<file path="src/rtl/gpio_lvl_pkg.sv">
package gpio_lvl_pkg;
   localparam int unsigned SEL_W     = 3;
   localparam int unsigned REG_COUNT = 6;

   typedef enum logic [SEL_W-1:0] {
      REG_FSEL  = 3'd0,
      REG_DIR   = 3'd1,
      REG_DATA  = 3'd2,
      REG_LVL   = 3'd3,
      REG_STAT  = 3'd4,
      REG_NMIEN = 3'd5
   } reg_sel_e;
endpackage

</file>
<file path="src/rtl/gpio_lvl_sync.sv">
module gpio_lvl_sync #(
   parameter int unsigned W      = 32,
   parameter int unsigned STAGES = 2
) (
   input  logic         clk,
   input  logic         rst_n,
   input  logic [W-1:0] d,
   output logic [W-1:0] q
);
   logic [STAGES-1:0][W-1:0] chain;

   always_ff @(posedge clk or negedge rst_n) begin
      if (!rst_n) chain <= '0;
      else        chain <= {chain[STAGES-2:0], d};
   end

   assign q = chain[STAGES-1];
endmodule

</file>
<file path="src/rtl/gpio_lvl_regs.sv">
module gpio_lvl_regs
   import gpio_lvl_pkg::*;
#(
   parameter int unsigned NPINS  = 32,
   parameter int unsigned BUS_W  = 32,
   parameter int unsigned ADDR_W = 3
) (
   input  logic              clk,
   input  logic              rst_n,
   input  logic              we,
   input  logic [ADDR_W-1:0] addr,
   input  logic [BUS_W-1:0]  wdata,
   input  logic [NPINS-1:0]  pin_s,
   input  logic [NPINS-1:0]  sts,
   output logic [NPINS-1:0]  fsel,
   output logic [NPINS-1:0]  dir,
   output logic [NPINS-1:0]  dout,
   output logic [NPINS-1:0]  lvl,
   output logic [NPINS-1:0]  nmien,
   output logic              sts_clr,
   output logic [NPINS-1:0]  sts_keep,
   output logic [BUS_W-1:0]  rdata
);
   localparam logic [SEL_W-1:0] LAST_IDX = SEL_W'(REG_COUNT - 1);

   logic [SEL_W-1:0]                 lo;
   logic                             in_map;
   logic [REG_COUNT-1:0]             wsel;
   logic [REG_COUNT-1:0][NPINS-1:0]  bank;

   assign lo = addr[SEL_W-1:0];

   generate
      if (ADDR_W > SEL_W) begin : g_wide_addr
         assign in_map = (addr[ADDR_W-1:SEL_W] == '0) && (lo <= LAST_IDX);
      end else begin : g_exact_addr
         assign in_map = (lo <= LAST_IDX);
      end

      for (genvar k = 0; k < REG_COUNT; k++) begin : g_reg
         assign wsel[k] = we && in_map && (lo == SEL_W'(k));
         if (k == int'(REG_STAT)) begin : g_stat_view
            assign bank[k] = sts;
         end else begin : g_flop
            logic [NPINS-1:0] q;
            always_ff @(posedge clk or negedge rst_n) begin
               if (!rst_n)       q <= '0;
               else if (wsel[k]) q <= wdata[NPINS-1:0];
            end
            assign bank[k] = q;
         end
      end
   endgenerate

   assign fsel     = bank[REG_FSEL];
   assign dir      = bank[REG_DIR];
   assign dout     = bank[REG_DATA];
   assign lvl      = bank[REG_LVL];
   assign nmien    = bank[REG_NMIEN];
   assign sts_clr  = wsel[REG_STAT];
   assign sts_keep = wdata[NPINS-1:0];

   always_comb begin
      rdata = '0;
      if (in_map) begin
         if (lo == REG_DATA) rdata[NPINS-1:0] = pin_s;
         else                rdata[NPINS-1:0] = bank[lo];
      end
   end
endmodule

</file>
<file path="src/rtl/gpio_lvl_irq.sv">
module gpio_lvl_irq #(
   parameter int unsigned NPINS = 32
) (
   input  logic             clk,
   input  logic             rst_n,
   input  logic [NPINS-1:0] pin_s,
   input  logic [NPINS-1:0] lvl,
   input  logic [NPINS-1:0] nmien,
   input  logic             clr,
   input  logic [NPINS-1:0] keep,
   output logic [NPINS-1:0] sts,
   output logic             irq,
   output logic             nmi
);
   logic [NPINS-1:0] hit;

   assign hit = ~(pin_s ^ lvl);

   always_ff @(posedge clk or negedge rst_n) begin
      if (!rst_n)   sts <= '0;
      else if (clr) sts <= sts & keep;
      else          sts <= sts | hit;
   end

   assign nmi = |(sts & nmien);
   assign irq = |(sts & ~nmien);

   AST_STICKY_HOLD: assert property (@(posedge clk) disable iff (!rst_n)
      !clr |=> (($past(sts) & ~sts) == '0));
   AST_SET_NEEDS_MATCH: assert property (@(posedge clk) disable iff (!rst_n)
      1'b1 |=> ((sts & ~$past(sts) & ~$past(hit)) == '0));
   AST_CLEAR_TAKES: assert property (@(posedge clk) disable iff (!rst_n)
      clr |=> ((sts & ~$past(keep)) == '0));
   AST_LINES_IDLE: assert property (@(posedge clk) disable iff (!rst_n)
      (sts == '0) |-> (!irq && !nmi));
   AST_PENDING_SIGNALLED: assert property (@(posedge clk) disable iff (!rst_n)
      (sts != '0) |-> (irq || nmi));
endmodule

</file>
<file path="src/rtl/gpio_lvl_padmux.sv">
module gpio_lvl_padmux #(
   parameter int unsigned NPINS = 32
) (
   input  logic [NPINS-1:0] fsel,
   input  logic [NPINS-1:0] dir,
   input  logic [NPINS-1:0] dout,
   input  logic [NPINS-1:0] alt_out,
   input  logic [NPINS-1:0] alt_oe,
   output logic [NPINS-1:0] pad_out,
   output logic [NPINS-1:0] pad_oe
);
   generate
      for (genvar i = 0; i < NPINS; i++) begin : g_pin
         assign pad_out[i] = fsel[i] ? alt_out[i] : dout[i];
         assign pad_oe[i]  = fsel[i] ? alt_oe[i]  : dir[i];
      end
   endgenerate
endmodule

</file>
<file path="src/rtl/gpio_lvl_ctrl.sv">
module gpio_lvl_ctrl #(
   parameter int unsigned NPINS       = 32,
   parameter int unsigned BUS_W       = 32,
   parameter int unsigned ADDR_W      = 3,
   parameter int unsigned SYNC_STAGES = 2
) (
   input  logic              clk,
   input  logic              rst_n,
   input  logic [ADDR_W-1:0] bus_addr,
   input  logic              bus_we,
   input  logic [BUS_W-1:0]  bus_wdata,
   output logic [BUS_W-1:0]  bus_rdata,
   input  logic [NPINS-1:0]  pad_in,
   output logic [NPINS-1:0]  pad_out,
   output logic [NPINS-1:0]  pad_oe,
   input  logic [NPINS-1:0]  alt_out,
   input  logic [NPINS-1:0]  alt_oe,
   output logic [NPINS-1:0]  alt_in,
   output logic              irq,
   output logic              nmi
);
   generate
      if (NPINS < 1 || NPINS > BUS_W) begin : g_bad_pins
         $error("NPINS must lie between 1 and BUS_W");
      end
      if (ADDR_W < gpio_lvl_pkg::SEL_W) begin : g_bad_addr
         $error("ADDR_W too narrow for the register map");
      end
      if (SYNC_STAGES < 2) begin : g_bad_sync
         $error("SYNC_STAGES must be at least 2");
      end
   endgenerate

   logic [NPINS-1:0] pin_s, fsel, dir, dout, lvl, nmien, sts, sts_keep;
   logic             sts_clr;

   gpio_lvl_sync #(.W(NPINS), .STAGES(SYNC_STAGES)) u_sync (
      .clk(clk), .rst_n(rst_n), .d(pad_in), .q(pin_s)
   );

   gpio_lvl_regs #(.NPINS(NPINS), .BUS_W(BUS_W), .ADDR_W(ADDR_W)) u_regs (
      .clk(clk), .rst_n(rst_n), .we(bus_we), .addr(bus_addr), .wdata(bus_wdata),
      .pin_s(pin_s), .sts(sts), .fsel(fsel), .dir(dir), .dout(dout), .lvl(lvl),
      .nmien(nmien), .sts_clr(sts_clr), .sts_keep(sts_keep), .rdata(bus_rdata)
   );

   gpio_lvl_irq #(.NPINS(NPINS)) u_irq (
      .clk(clk), .rst_n(rst_n), .pin_s(pin_s), .lvl(lvl), .nmien(nmien),
      .clr(sts_clr), .keep(sts_keep), .sts(sts), .irq(irq), .nmi(nmi)
   );

   gpio_lvl_padmux #(.NPINS(NPINS)) u_mux (
      .fsel(fsel), .dir(dir), .dout(dout), .alt_out(alt_out), .alt_oe(alt_oe),
      .pad_out(pad_out), .pad_oe(pad_oe)
   );

   assign alt_in = pin_s;

   logic [1:0] fill;
   always_ff @(posedge clk or negedge rst_n) begin
      if (!rst_n)             fill <= '0;
      else if (fill != 2'd3)  fill <= fill + 2'd1;
   end

   generate
      if (SYNC_STAGES == 2) begin : g_sync_chk
         AST_SYNC_TWO: assert property (@(posedge clk) disable iff (!rst_n)
            (fill == 2'd3) |-> (alt_in == $past(pad_in, 2)));
      end
   endgenerate

   AST_ALT_OWNS_PAD: assert property (@(posedge clk) disable iff (!rst_n)
      (((pad_oe ^ alt_oe) | (pad_out ^ alt_out)) & fsel) == '0);
endmodule

</file>
<file path="config.mk">
export PLATFORM = sky130hd
export DESIGN_NAME = gpio_lvl_ctrl
export DESIGN_NICKNAME = d
export VERILOG_FILES = /design/src/rtl/gpio_lvl_pkg.sv /design/src/rtl/gpio_lvl_sync.sv /design/src/rtl/gpio_lvl_regs.sv /design/src/rtl/gpio_lvl_irq.sv /design/src/rtl/gpio_lvl_padmux.sv /design/src/rtl/gpio_lvl_ctrl.sv
export SDC_FILE = /design/constraint.sdc
export NUM_CORES = 1
export LEC_CHECK = 0
export ABC_AREA = 1
export CAP_MARGIN = 10
export CORE_MARGIN = 5
export CORE_UTILIZATION = 55
export CTS_BUF_LIST = sky130_fd_sc_hd__clkbuf_16
export DETAILED_ROUTE_END_ITERATION = 6
export DONT_BUFFER_PORTS = 1
export PLACE_DENSITY = 0.74
export SETUP_SLACK_MARGIN = 0.3
export SYNTH_ARGS = -nofsm -noshare
export SYNTH_HDL_FRONTEND = slang
export SYNTH_SLANG_ARGS = --single-unit
</file>
<file path="constraint.sdc">
create_clock -name clk -period 2.13 [get_ports clk]
set_clock_uncertainty 0.05 [all_clocks]
set_input_delay 0.426 -clock clk [delete_from_list [all_inputs] [get_ports clk]]
set_output_delay 0.426 -clock clk [all_outputs]
set_load 0.01 [all_outputs]
</file>
==> flow_metrics.py, run 1 <==
metrics = {
    "sta": {
        "setup_viol": 0,
        "rsz0062_at_grt": "true",
        "hold-worst-slack_ns": -0.449,
        "tns_ns": 0,
        "timing.final.crit_share": 0.955,
        "fmax_mhz": 492,
        "slew_headroom": 0.669,
        "finalCriticalPeriod_ns": 2.03,
        "hold_violations": 256,
        "slew_viol_final": 0,
        "worst_slew_pin_slew_ns": 0.497,
    },
    "place": {
        "io_buffers": 0,
        "dpl.hpwl_um": 21600,
        "dp_cells": 1660,
        "place_congestion": 0.801,
    },
    "die": {
        "die_h_um": 159,
        "core_area_um2": 21900,
        "dieArea_um2": 25400,
        "initial_core_util": 0.561,
        "fp-row-count": 54,
        "ios": 264,
        "chipWidth_um": 159,
    },
    "critical_path": {
        "worstPathRequired_ns": 1.65,
        "worstSetupPathType": "reg2out",
        "crit_path_start_kind": "flip-flop",
        "worstPathMaxFanout": 3,
        "crit_arrival_ns": 1.56,
        "end_kind": "primary output",
        "crit_chain": "nand2_1, nand2_1, nor2_2, nand2_2, nor2_2, nand2_2",
        "cp_slowest_cell": "dfrtp_1",
        "cp_slowest_stage_delay_ns": 0.42,
    },
    "final_layout": {
        "utilization": 0.666,
        "num-fill-cells": 1712,
        "finalNonFillerCells": 1776,
        "layout-area-overhead-vs-synth_pct": 18.8,
        "multiInputGateArea_um2": 5540,
        "final_layout_size_suffix_gt1_frac": 0.287,
        "seqCellArea_um2": 6470,
        "final_nets": 1610,
    },
    "synth": {
        "synth_area_leader_cell": "dfrtp_1",
        "synthesis.nets": 1584,
        "avgSynthCellArea_um2": 8.47,
        "syn_inst": 1450,
        "seq_area_frac_synth": 0.522,
        "synth_top_cell_area_share": 0.522,
        "synth.most_common_cell": "nand2_1",
        "async_flop_share": 1.00,
        "ys.flop_type": "dfrtp_1",
        "yosysWarnings": 0,
        "synth_edf_count": 0,
        "ys_types": 24,
        "synthTopCellsByCount": "nand2_1 (421), dfrtp_1 (256), inv_1 (128), o21ai_0 (120), nand3_1 (96)",
        "syn_area_um2": 12300,
        "yosys-top-cells-area": "dfrtp_1 (52%), nand2_1 (13%), mux2_2 (5.9%)",
        "ys_seq_elements": 256,
    },
    "clock_tree": {
        "cts-root-buf": "clkbuf_16",
        "cts_made_buffers": 27,
        "clk_latency_ns": 0.52,
        "htreeDepth": 1,
        "cts_sinks": 256,
        "cts_buffer_depth": 3,
        "ctsHoldBuffers": 32,
        "path_clk_slew_ns": 0.06,
        "tritoncts": "built",
    },
    "flow_run": {
        "max_cap_violations": 0,
    },
    "global_routing": {
        "antenna_found_initial": 1,
        "grt_pass1_vias": 9998,
        "grt_max_degree": 257,
        "grt_pass1_wl_um": 54600,
        "track_usage": 0.262,
        "grt_overflow": 0,
    },
    "routing": {
        "drt-wirelength-per-cell_um": 19.7,
        "drt_iter0_drc": 873,
        "drtPass1Iterations": 5,
        "wl_met1_um": 14400,
        "drc": 0,
        "ant_nets": 0,
        "top_layer": "met4",
        "dr_wl_met3_um": 3030,
        "routed_wl_um": 35000,
        "vias": 10200,
        "met2_length_um": 16900,
        "viasPerCell": 5.72,
    },
    "worst_hold_path": {
        "hold_path_class": "in2async",
    },
    "pwr": {
        "total_leakage_power_uw": 0.00695,
        "p_per_area_nw_per_um2": 909,
        "design_power_total_uw": 13300,
        "vdd_ir_drop_max_mv": 0.854,
    },
    "status": {
        "violations": "hold timing",
        "status": "finished with violations",
    },
}
==> path summary, 6_finish.rpt <==
check	start	end	slack, ns	depth (start not counted)
setup / recovery	u_irq.sts[15]	nmi	0.1	6
hold / removal	rst_n	u_sync.q[27]	-0.45	0
setup reg to reg	u_irq.sts[8]	u_irq.sts[8]	1.02	6
hold reg to reg	u_sync.chain[0]	u_sync.q[0]	0.30	0
max in group asynchronous	rst_n	u_sync.q[15]	2.12	0
min in group clk	bus_wdata[23]	u_regs.dir[23]	0.10	2
==> cells by family after synthesis <==
kind of cell	synth area share
AO/OA/AOI/OAI	0.113
buffers and inverters	0.0814
flip-flops	0.522
multiplexers	0.0587
AND/OR/NAND/NOR	0.226
==> state kept, by name, summed over array words and instances (netlist names) <==
register	flops
u_irq.sts	32
u_regs.dir	32
u_regs.dout	32
u_regs.fsel	32
u_regs.lvl	32
u_regs.nmien	32
u_sync.chain	32
u_sync.q	32
==> per-layer routing <==
| layer | GRT usage | up-vias |
|---|---|---|
| li1 | - | 4730 |
| met2 | 0.439 | 498 |
| met1 | 0.354 | 4869 |
| met3 | 0.0520 | 53 |
| met4 | 0.0632 | 0 |
| met5 | 0 | - |
==> cell usage in the layout, fill, tap and decap left out, drive strengths merged <==
master / count
a21oi: 32
clkinv: 16
bufinv: 2
nand2: 425
nand3: 97
o211ai: 32
dfrtp: 256
dlygate4sd3: 32
nor3: 33
inv: 133
diode: 1
buf: 62
o21ai: 196
clkinvlp: 1
or2: 64
clkbuf: 27
nor2: 23
mux2: 64
==> metrics by stage <==
step / worst slack, ns / instance area, um^2
after CTS: 0.0758 / 14100
after global placement: 0.315 / 12400
after detailed placement: 0.233 / 12400
final: 0.0963 / 14600
after global routing: 0.00468 / 14600
after floorplan: 0.378 / 12300
==> where the power goes <==
group          leakage [uW]  switching (uW)  internal [uW]
Combinational       0.00352            1340           1190
Clock              0.000423            1940           2530
Sequential          0.00300             702           5550
==> repair_timing <==
action                                  CTS  global route
gates resized for setup                 191           112
endpoints found under the hold margin   288           256
endpoints found under the setup margin   43            85
buffers inserted                         15            20
pin swaps                                87            44
==> critical path: cells and delay by family, from the launching register on <==
kind             cells  cell delay (ns)
and+or+nand+nor      6             0.62
DFF                  1             0.42
==> area by class of cell <==
class	instances	area share
timing repair buffer	94	0.0618
sequential	256	0.443
inverter	131	0.0341
tap	280	0.0240
antenna	1	0.000172
multi-input combinational	966	0.380
clock inverter	21	0.0102
clock buffer	27	0.0463
Note: power is estimated with default switching activity, not from simulation.
==> inputs of run 2 (changes only) <==
--- a/config.mk
+++ b/config.mk
@@ -12,8 +12,10 @@
 export CTS_BUF_LIST = sky130_fd_sc_hd__clkbuf_16
 export DETAILED_ROUTE_END_ITERATION = 6
 export DONT_BUFFER_PORTS = 1
+export MAX_ROUTING_LAYER = met4
 export PLACE_DENSITY = 0.74
 export SETUP_SLACK_MARGIN = 0.3
+export SLEW_MARGIN = 10
 export SYNTH_ARGS = -nofsm -noshare
 export SYNTH_HDL_FRONTEND = slang
 export SYNTH_SLANG_ARGS = --single-unit
==> run 2 against run 1 <==
  * The run still ends with hold timing left
  * Largest power group unchanged
  * Non-clock buffer count stayed put
  * Largest cell class unchanged
  * Sequential share of layout area unchanged
  * Sequential power barely moved
  * Critical path type unchanged
==> flow_metrics.py, run 2 (synthesis results as in run 1) <==
metrics = {
    "pwr": {
        "vdd_ir_drop_max_mv": 0.855,
        "design_power_total_uw": 13200,
        "total_leakage_power_uw": 0.00695,
        "p_per_area_nw_per_um2": 908,
    },
    "critical_path": {
        "crit_arrival_ns": 1.57,
        "cp_slowest_cell": "dfrtp_1",
        "cpLargestDelayFamily": "simple AND/OR/NAND/NOR gates",
        "path_buf_inv": 0,
        "crit_path_start_kind": "flip-flop",
        "reg2reg_from": "u_irq.sts[8]",
        "cp_slowest_stage_delay_ns": 0.42,
        "worstPathRequired_ns": 1.65,
        "rr_endpoint": "u_irq.sts[8]",
        "r2r_slack_ns": 1.03,
        "worstPathMaxFanout": 3,
        "end_kind": "primary output",
        "reg2reg_depth": 6,
        "worstSetupPathType": "reg2out",
        "crit_chain": "nand2_1, nand2_1, nor2_2, nand2_2, nor2_2, nand2_2",
    },
    "routing": {
        "viasPerCell": 5.71,
        "routed_wl_um": 35100,
        "drt-wirelength-per-cell_um": 19.7,
        "ant_nets": 0,
        "drt_iter0_drc": 976,
        "drc": 0,
        "drtPass1Iterations": 5,
        "vias": 10100,
    },
    "die": {
        "ios": 264,
        "dieArea_um2": 25400,
        "core_area_um2": 21900,
        "chipWidth_um": 159,
        "initial_core_util": 0.561,
        "fp-row-count": 54,
        "die_h_um": 159,
    },
    "clock_tree": {
        "clk_latency_ns": 0.52,
        "cts-root-buf": "clkbuf_16",
        "path_clk_slew_ns": 0.06,
        "tritoncts": "built",
        "cts_buffer_depth": 3,
        "cts_sinks": 256,
        "htreeDepth": 1,
        "cts_made_buffers": 27,
        "ctsHoldBuffers": 32,
    },
    "place": {
        "dpl.hpwl_um": 21600,
        "place_congestion": 0.812,
        "io_buffers": 0,
        "dpl-instance-area_um2": 12400,
    },
    "global_routing": {
        "grt_max_degree": 257,
        "track_usage": 0.270,
        "antenna_found_initial": 1,
        "grt_pass1_vias": 10000,
        "grt_pass1_wl_um": 54600,
        "grt_overflow": 0,
    },
    "final_layout": {
        "final_layout_size_suffix_gt1_frac": 0.287,
        "layout_commonest_cell": "nand2_1",
        "finalInstanceArea_um2": 14600,
        "final_nets": 1610,
        "layout-area-overhead-vs-synth_pct": 18.8,
        "final_cell_mix": "nand2_1 (383), dfrtp_1 (208), inv_1 (101), o21ai_1 (95), o21ai_0 (89)",
    },
    "sta": {
        "slew_viol_final": 0,
        "rsz0062_at_grt": "true",
        "tns_ns": 0,
        "timing.final.crit_share": 0.958,
        "setup_viol": 0,
        "hold_violations": 256,
        "hold-worst-slack_ns": -0.447,
        "slew_headroom": 0.669,
        "fmax_mhz": 490,
        "worst_slew_pin_slew_ns": 0.496,
        "finalCriticalPeriod_ns": 2.04,
    },
    "flow_run": {
        "max_cap_violations": 0,
    },
    "status": {
        "violations": "hold timing",
        "status": "finished with violations",
    },
    "worst_hold_path": {
        "hold_path_class": "in2async",
    },
}
run 2: how the worst max path moves through the flow:
stage / endpoint / depth (start not counted) / startpoint / slack [ns]
6_report: nmi / 6 / u_irq.sts[15] / 0.09
5_1_grt: irq / 7 / u_regs.nmien[16] / 0.005
4_1_cts: irq / 7 / u_regs.nmien[4] / 0.08
3_5_place_dp: bus_rdata[11] / 6 / bus_addr[0] / 0.23
3_3_place_gp: bus_rdata[11] / 6 / bus_addr[0] / 0.31
2_1_floorplan: bus_rdata[10] / 6 / bus_addr[1] / 0.38
run 2: worst register-to-register path, cell delays in order (launching register included):
cell	delay [ns]
dfrtp_1	0.39
inv_2	0.06
buf_4	0.13
buf_4	0.13
o211ai_1	0.17
nand2_1	0.07
inv_1	0.05
run 2: final cells by class:
cell class,instances,area (um^2)
inverter,131,497
clock buffer,27,676
antenna,1,2.50
sequential,256,6470
timing repair buffer,94,902
tap,280,350
clock inverter,21,149
fill,1712,7300
multi-input combinational,966,5540
run 2: metal layers:
metal,track usage,vias to the layer above,part of all wire
met5,-,-,0
met1,0.356,4916,0.42
li1,-,4734,-
met3,0.0484,57,0.075
met4,0.0632,0,0.022
met2,0.439,441,0.48
run 2: repair_timing:
action,4_1_cts,5_1_grt
gates resized for setup,191,111
setup endpoints to repair,43,85
buffers inserted,15,20
pin swaps,87,43
endpoints found under the hold margin,288,256
run 2: through the flow:
stage | setup slack (ns) | hold WS, ns | util | instances
CTS | 0.0758 | -0.467 | 0.643 | 1755
global placement | 0.315 | 0.0891 | 0.567 | 1660
detailed placement | 0.233 | 0.0866 | 0.567 | 1660
floorplan | 0.378 | 0.0804 | - | 1450
finish | 0.0885 | -0.447 | 0.666 | 1776
global route | 0.00468 | -0.469 | 0.666 | 1776
run 2: report_power, final:
part / internal, uW / switching [uW]
Combinational: 1190 / 1340
Clock: 2530 / 1920
Sequential: 5550 / 700
